## src/rtl/drv_cal_servo.sv

```systemverilog
module drv_cal_servo #(
  parameter int CODE_W   = 6,
  parameter int TICK_DIV = 32,
  parameter int SETTLE_N = 4
) (
  input  logic              clk,
  input  logic              rst_n,
  input  logic              cmp_hi,
  input  logic              tx_busy,
  input  logic              load_req,
  output logic [CODE_W-1:0] work_code,
  output logic [CODE_W-1:0] lane_code,
  output logic              settled
);
  localparam int TICK_W = $clog2(TICK_DIV);
  localparam int ALT_W  = $clog2(SETTLE_N + 1);
  localparam logic [CODE_W-1:0] MID  = CODE_W'(1) << (CODE_W - 1);
  localparam logic [CODE_W-1:0] MAXC = {CODE_W{1'b1}};
  localparam logic [TICK_W-1:0] LAST = TICK_W'(TICK_DIV - 1);
  localparam logic [ALT_W-1:0]  ALT_TOP = ALT_W'(SETTLE_N);

  logic [TICK_W-1:0] div_cnt;
  logic              cmp_s1, cmp_s2;
  logic              pend;
  logic              last_up, have_dir;
  logic [ALT_W-1:0]  alt_cnt;
  logic              tick, want_load, reversed;

  assign tick      = (div_cnt == LAST);
  assign want_load = pend | load_req;
  assign reversed  = have_dir & (cmp_s2 != last_up);
  assign settled   = (alt_cnt == ALT_TOP);

  always_ff @(posedge clk or negedge rst_n)
    if (!rst_n) begin
      div_cnt <= '0;
      cmp_s1  <= 1'b0;
      cmp_s2  <= 1'b0;
    end else begin
      div_cnt <= tick ? '0 : div_cnt + TICK_W'(1);
      cmp_s1  <= cmp_hi;
      cmp_s2  <= cmp_s1;
    end

  always_ff @(posedge clk or negedge rst_n)
    if (!rst_n) begin
      work_code <= MID;
      last_up   <= 1'b0;
      have_dir  <= 1'b0;
      alt_cnt   <= '0;
    end else if (tick) begin
      if (cmp_s2 && work_code != MAXC)
        work_code <= work_code + CODE_W'(1);
      else if (!cmp_s2 && work_code != '0)
        work_code <= work_code - CODE_W'(1);
      last_up  <= cmp_s2;
      have_dir <= 1'b1;
      if (!reversed)
        alt_cnt <= '0;
      else if (alt_cnt != ALT_TOP)
        alt_cnt <= alt_cnt + ALT_W'(1);
    end

  always_ff @(posedge clk or negedge rst_n)
    if (!rst_n) begin
      lane_code <= MID;
      pend      <= 1'b0;
    end else begin
      if (want_load && !tx_busy)
        lane_code <= work_code;
      pend <= want_load & tx_busy;
    end
endmodule


```

## config.mk

```make
export PLATFORM = sky130hd
export DESIGN_NAME = drv_cal_servo
export DESIGN_NICKNAME = d
export VERILOG_FILES = /design/src/rtl/drv_cal_servo.sv
export SDC_FILE = /design/constraint.sdc
export NUM_CORES = 1
export LEC_CHECK = 0
export CORE_MARGIN = 2
export CORE_UTILIZATION = 40
export CTS_CLUSTER_DIAMETER = 50
export DETAILED_ROUTE_END_ITERATION = 6
export DONT_BUFFER_PORTS = 1
export GPL_TIMING_DRIVEN = 0
export HOLD_SLACK_MARGIN = 0.12
export MAX_ROUTING_LAYER = met4
export PLACE_DENSITY = 0.53
export REMOVE_ABC_BUFFERS = 1
export SYNTH_ARGS = -nofsm -noshare
export SYNTH_HDL_FRONTEND = slang
export SYNTH_SLANG_ARGS = --single-unit
export TNS_END_PERCENT = 30
```

## constraint.sdc

```tcl
create_clock -name clk -period 2.6 [get_ports clk]
set_clock_uncertainty 0.2 [all_clocks]
set_input_delay 0.13 -clock clk [delete_from_list [all_inputs] [get_ports clk]]
set_output_delay 0.13 -clock clk [all_outputs]
set_load 0.05 [all_outputs]
```

After elaboration in Yosys (flattened, before gate mapping) --
Cells that the tools add are included.
Operators by class: bitwise gates (word level) 3, $add $sub $neg 4, equality and inequality tests 6, reduce and logical (&&, ||, !) cells 9, muxes and demuxes 5
Operators by type and width (count):
- 6-bit two-way mux | 2
- 6-bit by 1-bit adder with 6-bit output, second input constant | 1
- 3-bit two-way mux | 2
- 6-bit != test, second input constant | 1
- 6-bit nonzero test | 1
- 6-bit by 1-bit subtractor with 6-bit output, second input constant | 1
- 5-bit by 1-bit adder with 5-bit output, second input constant | 1
- 5-bit == test, second input constant | 1
- 5-bit two-way mux | 1
- 2-bit AND reduction | 2
- 3-bit by 1-bit adder with 3-bit output, second input constant | 1
- 3-bit == test, second input constant | 1
- 1-bit logical AND | 3
- 3-bit != test, second input constant | 1
- 1-bit bitwise AND | 2
- 1-bit zero test | 2
- 2-bit by 1-bit != test with 1-bit output, second input constant | 1
- 2-bit nonzero test | 1
- 1-bit != test | 1
- 1-bit bitwise OR | 1
Storage, ports and cells: flip-flop bits (word level) 25, output and inout port bits 13, input bits 5

Depth between registers and ports, before layout --
word-level depth 4, mapped depth 8

Worst setup path after synthesis --
Ideal clock, no wire load.
path type register -> register, start point reg work_code[0], end point reg work_code[5], arrival time 2562 ps, required time 2324 ps, cell stages (with the launch flop) 9, path slack -237 ps, period minus slack after synthesis 2837 ps, buffers on the path 0, cell sequence dfrtp_1 nand4_1 o21ai_0 ha_1 a211oi_1 o21a_1 nor3_1 o21ai_0 xnor2_1
On the way: longest elaborated chain between the ends 4
RTL lines:
- from (decl) | line 11 | output logic [CODE_W-1:0] work_code,
- from (signal assigned) | line 53 | work_code <= work_code + CODE_W'(1);
- from (signal assigned) | line 55 | work_code <= work_code - CODE_W'(1);
- parallel branches: the longest is 4 deep, another holds 6-bit by 1-bit subtractor with 6-bit output
Several ways; the timed one is not identified. The select of a mux whose other input is x is not followed. A chain may end at the register's enable or synchronous reset.

Final worst setup path --
start point reg work_code[1], end point reg work_code[4]
The elaborated chain is that of the path after synthesis.

==> results.txt <==
CP cell instances: nand4_1 -> o21ai_4 -> buf_4 -> fa_1 -> a21o_1 -> a21oi_1 -> xnor2_1 -> mux2_2
Antenna viol nets, final: 0
Footprint of the multi-input gates: 551.8 µm²
Storage cell area: 645.6 µm²
Hold Crit Class: input pin to register
H-tree depth: 1
Setup crit end kind: register
Crit path depth: 8
Fmax: 405.1 MHz
Worst slew pin tran: 1.031 ns
Die height: 58.49 µm
Worst r2r path cells: 8
Fin util: 49.89%
First-pass DRT Iterations: 2
Max Root-Sink Buffers: 2
CTS tree: done
Count leader, synth: dfrtp_1
Worst Path Arrival: 2.48 ns
Post-placement cell area: 0.001222 mm²
Vias in the first global route: 767
Core area: 0.002781 mm²
Top FF cell, synth: dfrtp_1
Antenna violations before repair: 0
Gr usage total: 13.68%
Pin count of the biggest net entering global routing: 24
Initial Utilization: 42.69%
Flops & latches, synth: 25
Crit-path max FO: 7
Initial DRC count: 12
Slew headroom: 31.06%
Design Power: 0.7696 mW
Row count: 19
Pre-CTS WS: -0.5918 ns
First-pass GRT wire length: 3353 µm
Worst-skew pair later-pin latency: 0.32 ns
CP max stage cell: dfrtp_4
Pwr Density: 554.6 mW/mm²
Ratio of cells with drive above 1 in the final layout: 25.89%
Outcome: finished clean
Leakage: 0.6038 nW
Die Area: 0.003421 mm²
Minimum clock period: 2.469 ns
Netlist Area Pre-Place: 0.001187 mm²
Dpl hpwl: 1371 µm
N_diodes: 0
CP top delay family: flip-flops
Grt ovf: 0
# IOs: 18
IO buf count: 0
DIE WIDTH: 58.49 µm
Layout area overhead: 16.86%
Worst setup margin: 0.1314 ns
WP buf/inv: 1
CP startpoint kind: register
Filler cells: 253
Max Cap Violations: 0
Total Nets Final: 127
Final Wtd Congestion: 0.7367
DRC: 0
Proportion of netlist area held by the largest area contributor: 48.47%
Seq/Total Area, Yosys: 52.90%
Max VDD drop: 0.0005487 V
Slowest Stage Delay on Critical Path: 0.61 ns
Critical Path RT: 2.61 ns
Async SR Flop Fraction: 100.0%
Yosys warnings: 0
Critical path class: register to register
Yosys cell types: 28
Routed WL per cell: 13.78 µm
Post-route cell area: 0.001388 mm²
CTS sink count: 25
Routed wire length: 1970 µm
Num CTS Buffers: 3
Post-synth top cells: 23 x dfrtp_1, 10 x mux2_2, 8 x ha_1, 7 x nor2_1
Via count: 766
Mean post-synth cell area: 11.99 µm²
Yosys top cell by area: dfrtp_1
Hold Path Depth: 1
Number of flops mapped to enable cells by yosys: 0
# setup viols final: 0
Root Driver: clkbuf_4
Crit share post-route: 94.94%
Hold Slack: 0.1658 ns
Synth area leaders: dfrtp_1 48%, mux2_2 9.5%, ha_1 8.4%, dfstp_2 4.4%, xnor2_1 3.7%
Final Hold Viols: 0
Clock transition at path regs: 0.15 ns
Slew Viols, Final: 0
Cells after synthesis: 99
Vias per cell: 5.357
## stage by stage
step | setup TNS, ns | std cells
4_1_cts | 0 | 141
6_report | 0 | 143
2_1_floorplan | -0.6505 | 98
5_1_grt | -0.004369 | 143
3_5_place_dp | -2.000 | 129
3_3_place_gp | -1.953 | 129
## sequential cells by signal, summed over array words and instances (netlist names)
register	cells
cmp_s2	1
div_cnt	5
last_up	1
lane_code	6
pend	1
have_dir	1
alt_cnt	3
cmp_s1	1
work_code	6
## routing by layer
metal / up-vias / wire [µm] / GRT usage (%)
li1: 378 / - / -
met1: 377 / 897 / 15.21
met2: 9 / 983 / 23.11
met3: 2 / 73 / 3.516
met4: 0 / 16 / 5.980
met5: - / 0 / -
## worst register-to-register path, delay by kind of cell (launching register included)
kind / cells / cell delay [ns]
fa+ha+maj: 1 / 0.39
flops: 1 / 0.61
buf+inv: 1 / 0.16
mux: 1 / 0.25
simple gates: 1 / 0.20
compound gates: 3 / 0.46
xor+xnor: 1 / 0.08
## cells in the final DEF, fill, tap and decap left out, types with 2 or more instances in the layout
cell           instances
a21oi_1                5
buf_4                  2
clkbuf_4               3
dfrtp_1               18
dfrtp_2                2
dfrtp_4                3
dlygate4sd3_1          7
ha_1                   8
inv_1                  4
mux2_2                10
nand2_1                6
nand3_1                2
nor2_1                 7
o21a_1                 3
o21ai_0                3
o21ai_1                2
xnor2_1                5
xor2_1                 3
## cell type report
type	count	share of cell area (%)
Clock buffer	3	1.623
Clock inverter	1	0.6312
Inverter	4	1.082
Multi-Input combinational cell	69	39.77
Sequential cell	25	46.53
Tap cell	31	2.795
Timing Repair Buffer	10	7.574
## cell families after synthesis
group / Yosys count / share of synthesized area, %
buffers and inverters: 5 / 1.580
AO/OA/AOI/OAI: 20 / 11.28
flip-flops: 25 / 52.90
AND/OR/NAND/NOR: 22 / 8.748
adder cells (fa/ha/maj): 9 / 10.12
multiplexers: 10 / 9.484
XOR/XNOR: 8 / 5.901
## what timing repair did
item / CTS / global route
gates cloned: 0 / 0
pin swaps: 0 / 2
gates resized for setup: 8 / 6
buffers inserted: 0 / 2
endpoints found under the setup margin: 5 / 3
endpoints found under the hold margin: 33 / 0
hold buffers: 8 / 0
## worst paths after layout
path	start	slack (ns)	end
setup reg to reg	work_code[1]	0.13	work_code[4]
hold / removal	cmp_hi	0.17	cmp_s1
min in group asynchronous	rst_n	0.72	lane_code[5]
max in group asynchronous	rst_n	0.54	work_code[3]
setup / recovery	work_code[1]	0.13	work_code[4]
hold reg to reg	cmp_s1	0.17	cmp_s2
## power breakdown
part | internal [mW] | leakage (nW) | switching (mW)
Combinational | 0.0501 | 0.286 | 0.0382
Sequential | 0.414 | 0.299 | 0.0849
Clock | 0.0625 | 0.0183 | 0.120
Note: power is estimated with default switching activity, not from simulation.
